`src/rtl/tw_cond_pkg.sv`:
```
package tw_cond_pkg;
  localparam int unsigned N_LINES = 2;
  localparam int unsigned SCL_IDX = 0;
  localparam int unsigned SDA_IDX = 1;

  typedef struct packed {
    logic start;
    logic stop;
    logic rise;
    logic fall;
  } bus_evt_t;
endpackage

```
`src/rtl/tw_sync.sv`:
```
module tw_sync #(
  parameter int unsigned STAGES  = 2,
  parameter logic        RST_VAL = 1'b1
) (
  input  logic clk_i,
  input  logic rst_ni,
  input  logic d_i,
  output logic q_o
);
  logic [STAGES-1:0] stage_q;

  always_ff @(posedge clk_i or negedge rst_ni) begin
    if (!rst_ni) stage_q <= {STAGES{RST_VAL}};
    else         stage_q <= {stage_q[STAGES-2:0], d_i};
  end

  assign q_o = stage_q[STAGES-1];
endmodule

```
`src/rtl/tw_glitch_filter.sv`:
```
module tw_glitch_filter #(
  parameter int unsigned FILTER_CYCLES = 5,
  parameter logic        RST_VAL       = 1'b1
) (
  input  logic clk_i,
  input  logic rst_ni,
  input  logic d_i,
  output logic q_o
);
  localparam int unsigned CNT_W = (FILTER_CYCLES > 1) ? $clog2(FILTER_CYCLES) : 1;
  localparam logic [CNT_W-1:0] LIM = CNT_W'(FILTER_CYCLES - 1);

  logic [CNT_W-1:0] run_q;
  logic             lvl_q;

  // level moves only after FILTER_CYCLES consecutive disagreeing samples
  always_ff @(posedge clk_i or negedge rst_ni) begin
    if (!rst_ni) begin
      run_q <= '0;
      lvl_q <= RST_VAL;
    end else if (d_i == lvl_q) begin
      run_q <= '0;
    end else if (run_q == LIM) begin
      run_q <= '0;
      lvl_q <= d_i;
    end else begin
      run_q <= run_q + 1'b1;
    end
  end

  assign q_o = lvl_q;
endmodule

```
`src/rtl/tw_event_gen.sv`:
```
module tw_event_gen
  import tw_cond_pkg::*;
(
  input  logic     clk_i,
  input  logic     rst_ni,
  input  logic     en_i,
  input  logic     scl_i,
  input  logic     sda_i,
  output bus_evt_t evt_o,
  output logic     bit_o
);
  logic     scl_q, sda_q;
  bus_evt_t evt_d, evt_q;
  logic     bit_q;

  always_comb begin
    evt_d       = '0;
    evt_d.start = scl_q & scl_i & sda_q & ~sda_i;
    evt_d.stop  = scl_q & scl_i & ~sda_q & sda_i;
    evt_d.rise  = ~scl_q & scl_i;
    evt_d.fall  = scl_q & ~scl_i;
    if (!en_i) evt_d = '0;
  end

  always_ff @(posedge clk_i or negedge rst_ni) begin
    if (!rst_ni) begin
      scl_q <= 1'b1;
      sda_q <= 1'b1;
      evt_q <= '0;
      bit_q <= 1'b0;
    end else begin
      scl_q <= scl_i;
      sda_q <= sda_i;
      evt_q <= evt_d;
      if (evt_d.rise) bit_q <= sda_i;
    end
  end

  assign evt_o = evt_q;
  assign bit_o = bit_q;
endmodule

```
`src/rtl/tw_cond_detect.sv`:
```
module tw_cond_detect
  import tw_cond_pkg::*;
#(
  parameter int unsigned FILTER_CYCLES = 5,
  parameter int unsigned SYNC_STAGES   = 2
) (
  input  logic clk_i,
  input  logic rst_ni,
  input  logic en_i,
  input  logic scl_i,
  input  logic sda_i,
  output logic start_o,
  output logic stop_o,
  output logic scl_rise_o,
  output logic scl_fall_o,
  output logic bit_o
);
  logic [N_LINES-1:0] raw, sync_q, filt_q;
  bus_evt_t           evt;

  assign raw[SCL_IDX] = scl_i;
  assign raw[SDA_IDX] = sda_i;

  for (genvar i = 0; i < N_LINES; i++) begin : g_line
    tw_sync #(.STAGES(SYNC_STAGES), .RST_VAL(1'b1)) u_sync (
      .clk_i (clk_i),
      .rst_ni(rst_ni),
      .d_i   (raw[i]),
      .q_o   (sync_q[i])
    );
    tw_glitch_filter #(.FILTER_CYCLES(FILTER_CYCLES), .RST_VAL(1'b1)) u_filt (
      .clk_i (clk_i),
      .rst_ni(rst_ni),
      .d_i   (sync_q[i]),
      .q_o   (filt_q[i])
    );
  end

  tw_event_gen u_evt (
    .clk_i (clk_i),
    .rst_ni(rst_ni),
    .en_i  (en_i),
    .scl_i (filt_q[SCL_IDX]),
    .sda_i (filt_q[SDA_IDX]),
    .evt_o (evt),
    .bit_o (bit_o)
  );

  assign start_o    = evt.start;
  assign stop_o     = evt.stop;
  assign scl_rise_o = evt.rise;
  assign scl_fall_o = evt.fall;
endmodule

```
`config.mk`:
```
export PLATFORM = sky130hd
export DESIGN_NAME = tw_cond_detect
export DESIGN_NICKNAME = d
export VERILOG_FILES = /design/src/rtl/tw_cond_pkg.sv /design/src/rtl/tw_sync.sv /design/src/rtl/tw_glitch_filter.sv /design/src/rtl/tw_event_gen.sv /design/src/rtl/tw_cond_detect.sv
export SDC_FILE = /design/constraint.sdc
export NUM_CORES = 1
export LEC_CHECK = 0
export ABC_AREA = 1
export BUFFER_PORTS_ARGS = -buffer_cell sky130_fd_sc_hd__buf_2
export CORE_MARGIN = 2
export CORE_UTILIZATION = 55
export CTS_CLUSTER_DIAMETER = 200
export DETAILED_ROUTE_END_ITERATION = 8
export PLACE_DENSITY = 0.79
export SETUP_SLACK_MARGIN = 0.15
export SLEW_MARGIN = 0
export SYNTH_ARGS = -nofsm -noshare
export SYNTH_HDL_FRONTEND = slang
export SYNTH_SLANG_ARGS = --single-unit
```
`constraint.sdc`:
```
create_clock -name clk_i -period 1.4 [get_ports clk_i]
set_input_delay 0.14 -clock clk_i [delete_from_list [all_inputs] [get_ports clk_i]]
set_output_delay 0.14 -clock clk_i [all_outputs]
set_load 0.03 [all_outputs]
```
# Word level (Yosys, flattened, before mapping)

Index checks and enable logic that the tools add are counted.

Mux-type cells: 5
Reductions and logical operators: 2
Bitwise logic cells: 13
Equal/unequal tests: 4
$add $sub $neg: 2

Operators by type and width:

| operator              | number |
|---|---|
| $mux W3               | 4 |
| $and A1 B1 Y1         | 7 |
| $add A3 B1 Y3 const B | 2 |
| $eq A3 B3 Y1 const B  | 2 |
| $not A1 Y1            | 6 |
| $mux W4               | 1 |
| $reduce_and A2 Y1     | 2 |
| $eq A1 B1 Y1          | 2 |

Flip-flop bits (word level): 19
Bits of input ports: 5

# Depth between registers and ports, before layout

Gate-level depths: netlist (run 1).

Word-level depth: 4
Gate-level depth with buffers: 5
Mapped depth without buffers: 5

# By module

A second synthesis (run 1) with hierarchy kept.

Cells, all modules: 74
Area, all modules: 759.5 um^2

By module, submodules not included:

| module                               | seq. area each (um^2) | area an instance (um^2) | cells each | instances |
|---|---|---|---|---|
| tw_event_gen                         | 177.7                 | 237.7                   | 21         | 1 |
| tw_glitch_filter at g_line[0].u_filt | 101.3                 | 210.2                   | 25         | 1 |
| tw_glitch_filter at g_line[1].u_filt | 101.3                 | 206.4                   | 24         | 1 |
| tw_sync                              | 52.6                  | 52.6                    | 2          | 2 |

# Worst setup path before layout (run 1)

Ideal clock, no wire load.

Path type: reg2reg
Start: register g_line[0].u_filt.lvl_q
End: register g_line[0].u_filt.run_q[1]
Data arrival time: 0.807 ns
Stages on the path, launching flop included: 3
Data required time: 1.280 ns
Library setup time: 0.120 ns
Path slack: 0.474 ns
Path buffers: 0
Path through: dfstp_2 -> nand2_1 -> and3_1

Word-level cells in the longest chain between the ends: 2

RTL lines:

| element                | line                   | RTL |
|---|---|---|
| start, declared        | tw_glitch_filter.sv:14 | `logic lvl_q;` |
| start signal, assigned | tw_glitch_filter.sv:25 | `lvl_q <= d_i;` |
| $eq A1 B1 Y1           | tw_glitch_filter.sv:21 | `end else if (d_i == lvl_q) begin` |
| $mux W3                | tw_glitch_filter.sv:21 |  |
| end signal, assigned   | tw_glitch_filter.sv:27 | `run_q <= run_q + 1'b1;` |
| end, declared          | tw_glitch_filter.sv:13 | `logic [CNT_W-1:0] run_q;` |

Every way passes these cells.
A chain may end at the register's enable or synchronous reset.

# Worst setup path in the final report (run 1)

Start: register g_line[1].u_filt.run_q[0]
End: register g_line[1].u_filt.run_q[0]

Word-level cells in the longest chain between the ends: 3

RTL lines:

| element                                              | line                                           | RTL |
|---|---|---|
| start, declared                                      | tw_glitch_filter.sv:13                         |  |
| start signal, assigned                               | tw_glitch_filter.sv:27                         |  |
| $add A3 B1 Y3 / $eq A3 B3 Y1 (equally long branches) | tw_glitch_filter.sv:27, tw_glitch_filter.sv:23 |  |
| $mux W3 *                                            | tw_glitch_filter.sv:23                         | `end else if (run_q == LIM) begin` |
| $mux W3 *                                            | tw_glitch_filter.sv:21                         |  |

Every way passes the cells marked *; elsewhere a longest branch is shown, timed or not.

==> flow_metrics.env, run 1 <==
export IMPL_r2r_slack_ns=0.40
export IMPL_crit_reg2reg_launch="g_line[1].u_filt.run_q[0]$_DFF_PN0_"
export IMPL_yosys_area_top_type="dfrtp_1"
export IMPL_grt_pass1_vias=406
export IMPL_utilization_pct=67.19
export IMPL_cts_reportedPaths_clkPinSlew_ns=0.10
export IMPL_diodes=0
export IMPL_min_period_ns=1.001
export IMPL_dpl_cell_count=96
export IMPL_synthesis_nets=81
export IMPL_netlist_area_leader_share_pct=37.10
export IMPL_num_rows=13
export IMPL_synthCells=72
export IMPL_cts_buffer_depth=2
export IMPL_grt_pass1_wl_mm=1.524
export IMPL_die_height_um=40.73
export IMPL_syn_area_per_cell_um2=10.31
export IMPL_worstHoldPathType="input port to flip-flop"
export IMPL_timing_rr_end="g_line[1].u_filt.run_q[0]$_DFF_PN0_"
export IMPL_max_vdd_ir_drop_mv=1.084
export IMPL_fill_cells=101
export IMPL_area_delta_synth_final_pct=16.36
export IMPL_clock_latency_ns=0.29
export IMPL_core_area_mm2=0.001285
export IMPL_initialDrtViolationCount=7
export IMPL_skew_ns=0.002605
export IMPL_layout_setup_ws_ns=0.3989
export IMPL_r2r_cells=5
export IMPL_async_flop_share_pct=100.0
export IMPL_synth_ff_type="dfrtp_1"
export IMPL_hp_start="en_i"
export IMPL_tns_ns=0
export IMPL_path_class="flip-flop to flip-flop"
export IMPL_critPathLaunch="g_line[1].u_filt.run_q[0]$_DFF_PN0_"
export IMPL_slew_headroom_pct=74.47
export IMPL_ys_ff_latch=19
export IMPL_drc=0
export IMPL_cts_root_buf="clkbuf_4"
export IMPL_cts_buffers=3
export IMPL_maxSlewViolCount=0
export IMPL_regArea_um2=485.5
export IMPL_synth_cell_types=12
export IMPL_vias_per_cell=4.553
export IMPL_drv_cap=0
export IMPL_netlist_top_cells_count="nand2_1, inv_1, dfrtp_1"
export IMPL_finalNonFillerCells=103
export IMPL_via_count=469
export IMPL_status="completed"
export IMPL_grt_overflow_total=0
export IMPL_start_util_pct=57.74
export IMPL_start_kind="flip-flop"
export IMPL_dieArea_mm2=0.001659
export IMPL_routedWlPerCell_um=9.922
export IMPL_dr_pass1_iters=2
export IMPL_arrival_ns=1.23
export IMPL_synth_area_um2=742.0
export IMPL_cts_tree="built"
export IMPL_cts_hold_buf=3
export IMPL_post_cts_resized=0
export IMPL_crit_path_max_fanout=3
export IMPL_pin_count=10
export IMPL_setup_violations=0
export IMPL_hold_viol=0
export IMPL_synth_edff_count=0
export IMPL_post_cts_buffers=0
export IMPL_yosysWarningCount=0
export IMPL_yosysMostFrequentCell="nand2_1"
export IMPL_synth_top_cells_by_area="dfrtp_1, dfstp_2, nand2_1, inv_1, ha_1"
export IMPL_grt_usage_pct=15.46
export IMPL_grt_max_degree=20
export IMPL_cp_required_ns=1.63
export IMPL_dp_hpwl_um=739.9
export IMPL_end_kind="flip-flop"
export IMPL_worst_pin_slew_ns=0.3830
export IMPL_leakage_nw=0.4622
export IMPL_p_per_area_mw_per_mm2=1764
export IMPL_die_x_um=40.73
export IMPL_drive_above_1_share_pct=25.00
export IMPL_final_antenna_net_count=0
export IMPL_place_ws_ns=0.4154
export IMPL_io_buffer_count=9
export IMPL_ys_seq_area_share_pct=65.43
export IMPL_gp_congestion=0.7513
export IMPL_multi_input_area_um2=200.2
export IMPL_antenna_found_initial=0
export IMPL_hold_depth=3
export IMPL_fmax_mhz=998.9
export IMPL_cts_htree_levels=1
export IMPL_totalPowerFinal_mw=1.523
export IMPL_cts_num_sinks=19
export IMPL_rsz0062_at_grt="no"
export IMPL_wl_mm=1.022
export IMPL_hold_end="u_evt.evt_o[2]$_DFF_PN0_"
export IMPL_final_nets=98
export IMPL_period_share_pct=71.51
[where the power goes]
group | switching [mW] | total (mW) | internal [mW]
sequential | 0.112 | 0.851 | 0.738
combinational | 0.250 | 0.404 | 0.154
clock | 0.162 | 0.268 | 0.106
[cell families after synthesis]
group | share of synthesized area, %
AOI/OAI and AO/OA | 1.349
and+or+nand+nor | 18.89
DFF | 65.43
adders and majority gates | 6.746
buffers and inverters | 7.588
[cell type report]
cell class / count / share of cell area, %
clock buffer: 3 / 2.609
timing repair buffer: 12 / 8.696
inverter: 15 / 6.522
multi-input combinational: 38 / 23.19
tap: 15 / 2.174
sequential: 19 / 56.23
clock inverter: 1 / 0.5797
[routing by layer]
layer / GRT usage [%] / vias to the layer above / part of all wire, % / wire, um
li1: - / 247 / - / -
met1: 17.15 / 213 / 44 / 453
met2: 24.21 / 9 / 51 / 519
met3: 4.891 / 0 / 4.9 / 50
met4: 12.50 / 0 / 0 / 0
met5: 0 / - / 0 / 0
[sequential cells by signal, indices dropped and copies added (netlist names)]
name                   cells
g_line.u_sync.stage_q      4
u_evt.bit_o                1
g_line.u_filt.run_q        6
u_evt.scl_q                1
u_evt.sda_q                1
u_evt.evt_o                4
g_line.u_filt.q_o          2
[worst max-delay path by stage]
stage               cells past startpoint                                  end  slack, ns
finish                                  5  g_line[1].u_filt.run_q[0]$_DFF_PN0_       0.40
detailed placement                      2  g_line[0].u_filt.run_q[1]$_DFF_PN0_       0.42
global route                            5  g_line[1].u_filt.run_q[0]$_DFF_PN0_       0.33
floorplan                               2  g_line[0].u_filt.run_q[1]$_DFF_PN0_       0.47
global placement                        2  g_line[0].u_filt.run_q[1]$_DFF_PN0_       0.45
CTS                                     1                                bit_o       0.39
[cells in the final DEF, fill, tap and decap left out, types with 2 or more instances in the layout]
cell type      netlist  routed
nor3_1               2       2
ha_1                 4       4
buf_2                0       9
clkbuf_4             0       3
o21ai_0              2       2
dfstp_2              8       8
inv_1               15      15
nor2_1               5       5
dfrtp_1             11      11
dlygate4sd3_1        0       3
nand2_1             18      18
nand3_1              3       3
and3_1               2       2
[stage by stage]
stage / hold WS (ns) / area [um^2]
2_1_floorplan: -0.1556 / 742.0
3_3_place_gp: 0.08675 / 805.8
3_5_place_dp: 0.08353 / 805.8
4_1_cts: 0.08392 / 863.3
5_1_grt: 0.07920 / 863.3
6_report: 0.1002 / 863.3
[worst max-delay path, stage by stage (launching register included)]
cell and delay (ns):
dfrtp_1 0.39, inv_1 0.05, ha_1 0.18, nand2_1 0.10, nand3_1 0.11, nor2_1 0.10
Power figures use the tool's default switching activity.
==> inputs of run 2 (changes only) <==
Settings changed: CORE_UTILIZATION 55 to 53, PLACE_DENSITY 0.79 to 0.76.
Clock period 1.4 ns to 1 ns, I/O delays scaled along.
==> flow_metrics.env, run 2 (synthesis gave the netlist of run 1 again) <==
export IMPL_status="completed"
export IMPL_crit_buf_inv=0
export IMPL_antenna_found_initial=0
export IMPL_arrival_ns=1.20
export IMPL_gp_congestion=0.7893
export IMPL_num_rows=13
export IMPL_cp_top_family="flip-flops"
export IMPL_start_kind="flip-flop"
export IMPL_vias_per_cell=4.750
export IMPL_final_nets=99
export IMPL_final_antenna_net_count=0
export IMPL_area_delta_synth_final_pct=30.19
export IMPL_grt_max_degree=20
export IMPL_drive_above_1_share_pct=43.82
export IMPL_cts_root_buf="clkbuf_4"
export IMPL_setup_violations=0
export IMPL_dp_hpwl_um=789.4
export IMPL_cp_cell_sequence="nand2_1 > nor3_2"
export IMPL_p_per_area_mw_per_mm2=2573
export IMPL_cts_buffer_depth=2
export IMPL_largest_reg_flops=6
export IMPL_end_kind="flip-flop"
export IMPL_die_height_um=41.42
export IMPL_die_x_um=41.42
export IMPL_max_vdd_ir_drop_mv=1.221
export IMPL_start_util_pct=57.02
export IMPL_cp_required_ns=1.22
export IMPL_clock_latency_ns=0.29
export IMPL_period_share_pct=98.34
export IMPL_initialDrtViolationCount=2
export IMPL_drv_cap=0
export IMPL_cpMaxStageDelayCell="dfstp_2"
export IMPL_cts_htree_levels=1
export IMPL_slew_headroom_pct=73.52
export IMPL_tns_ns=0
export IMPL_layout_setup_ws_ns=0.01663
export IMPL_dieArea_mm2=0.001715
export IMPL_core_area_mm2=0.001301
export IMPL_cts_buffers=3
export IMPL_fmax_mhz=1017
export IMPL_grt_usage_pct=15.86
export IMPL_grt_pass1_wl_mm=1.932
export IMPL_leakage_nw=0.4895
export IMPL_cts_reportedPaths_clkPinSlew_ns=0.10
export IMPL_layout_commonest_cell="nand2_1"
export IMPL_diodes=0
export IMPL_routedWlPerCell_um=12.06
export IMPL_max_stage_delay_ns=0.62
export IMPL_place_ws_ns=0.02246
export IMPL_grt_pass1_vias=471
export IMPL_layout_common_cells="nand2_1, inv_1, dfrtp_1, dfstp_2"
export IMPL_hold_viol=0
export IMPL_pin_count=10
export IMPL_dr_pass1_iters=3
export IMPL_drc=0
export IMPL_io_buffer_count=9
export IMPL_worst_pin_slew_ns=0.3972
export IMPL_skew_ns=0.002160
export IMPL_cts_tree="built"
export IMPL_grt_overflow_total=0
export IMPL_rsz0062_at_grt="yes"
export IMPL_wl_mm=1.254
export IMPL_path_class="flip-flop to flip-flop"
export IMPL_crit_path_max_fanout=7
export IMPL_min_period_ns=0.9834
export IMPL_via_count=494
export IMPL_worstHoldPathType="input port to flip-flop"
export IMPL_top_register="g_line.u_filt.run_q"
export IMPL_cts_num_sinks=19
export IMPL_maxSlewViolCount=0
run 2: cell types whose count changed in the layout (fill, tap and decap cells not counted), moves of 2 or more:
| cell | previous run | this run |
|---|---|---|
| buf_2 | 9 | 4 |
| and3_4 | 0 | 2 |
| nand2_2 | 0 | 3 |
| ha_2 | 0 | 2 |
| nand2_1 | 18 | 13 |
| inv_2 | 0 | 3 |
| nand2_4 | 0 | 2 |
| and3_1 | 2 | 0 |
| inv_1 | 15 | 12 |
| o21ai_0 | 2 | 0 |
| buf_6 | 0 | 5 |
| ha_1 | 4 | 1 |
run 2: cell type report:
class,instances,area [um^2]
well taps,15,18.77
repair buffers,13,113.9
clock buffers,3,22.52
clock inverters,1,5.005
flip-flops and latches,19,485.5
inverters,15,56.30
multi-input cells,38,264.0
fillers,91,335.3
run 2: worst reg2reg max path, cell delays in order (launching register included):
cell	delay, ns
dfstp_2	0.62
nand2_1	0.12
nor3_2	0.17
run 2: worst paths after layout:
| kind | startpoint | to | slack [ns] | cells after the start |
|---|---|---|---|---|
| setup / recovery | g_line[0].u_filt.q_o$_DFFE_PN1P_ | u_evt.evt_o[2]$_DFF_PN0_ | 0.02 | 2 |
| hold / removal | en_i | u_evt.evt_o[0]$_DFF_PN0_ | 0.05 | 3 |
| setup reg to reg | g_line[0].u_filt.q_o$_DFFE_PN1P_ | u_evt.evt_o[2]$_DFF_PN0_ | 0.02 | 2 |
| hold reg to reg | g_line[0].u_sync.stage_q[0]$_DFF_PN1_ | g_line[0].u_sync.stage_q[1]$_DFF_PN1_ | 0.36 | 0 |
| max in group asynchronous | rst_ni | g_line[1].u_sync.stage_q[0]$_DFF_PN1_ | 0.43 | 2 |
| min in group asynchronous | rst_ni | u_evt.evt_o[0]$_DFF_PN0_ | 0.25 | 2 |
run 2: power breakdown:
| group | total, mW | switching [mW] | internal (mW) | leakage (nW) |
|---|---|---|---|---|
| logic | 0.863 | 0.446 | 0.417 | 0.242 |
| registers | 1.25 | 0.210 | 1.04 | 0.230 |
| clock network | 0.377 | 0.228 | 0.149 | 0.0177 |
run 2: layer usage:
layer | share of wire, % | track usage [%] | wire length (um) | vias up
met5 | 0 | 0 | 0 | -
met4 | 3.3 | 15.48 | 42 | 0
met3 | 3.3 | 3.043 | 41 | 4
met2 | 50 | 25.62 | 631 | 12
met1 | 43 | 16.91 | 537 | 227
li1 | - | - | - | 251
run 2: what timing repair did:
item | 4_1_cts | 5_1_grt
pin swaps | 3 | 4
endpoints found under the hold margin | 13 | 0
setup endpoints to repair | 18 | 18
buffers inserted | 0 | 1
hold buffers | 3 | 0
gates resized for setup | 17 | 13
run 2: metrics by stage:
stage               power [mW]  util [%]  cell area [um^2]  instances  hold slack, ns
floorplan                1.601         -             744.5         72         -0.1956
global placement         1.746     62.12             808.3         96         0.04523
detailed placement       1.784     62.12             808.3         96         0.05143
CTS                      2.299     70.48             917.1        103         0.04003
global route             2.667     74.23             965.9        104         0.06496
finish                   2.485     74.23             965.9        104         0.05489
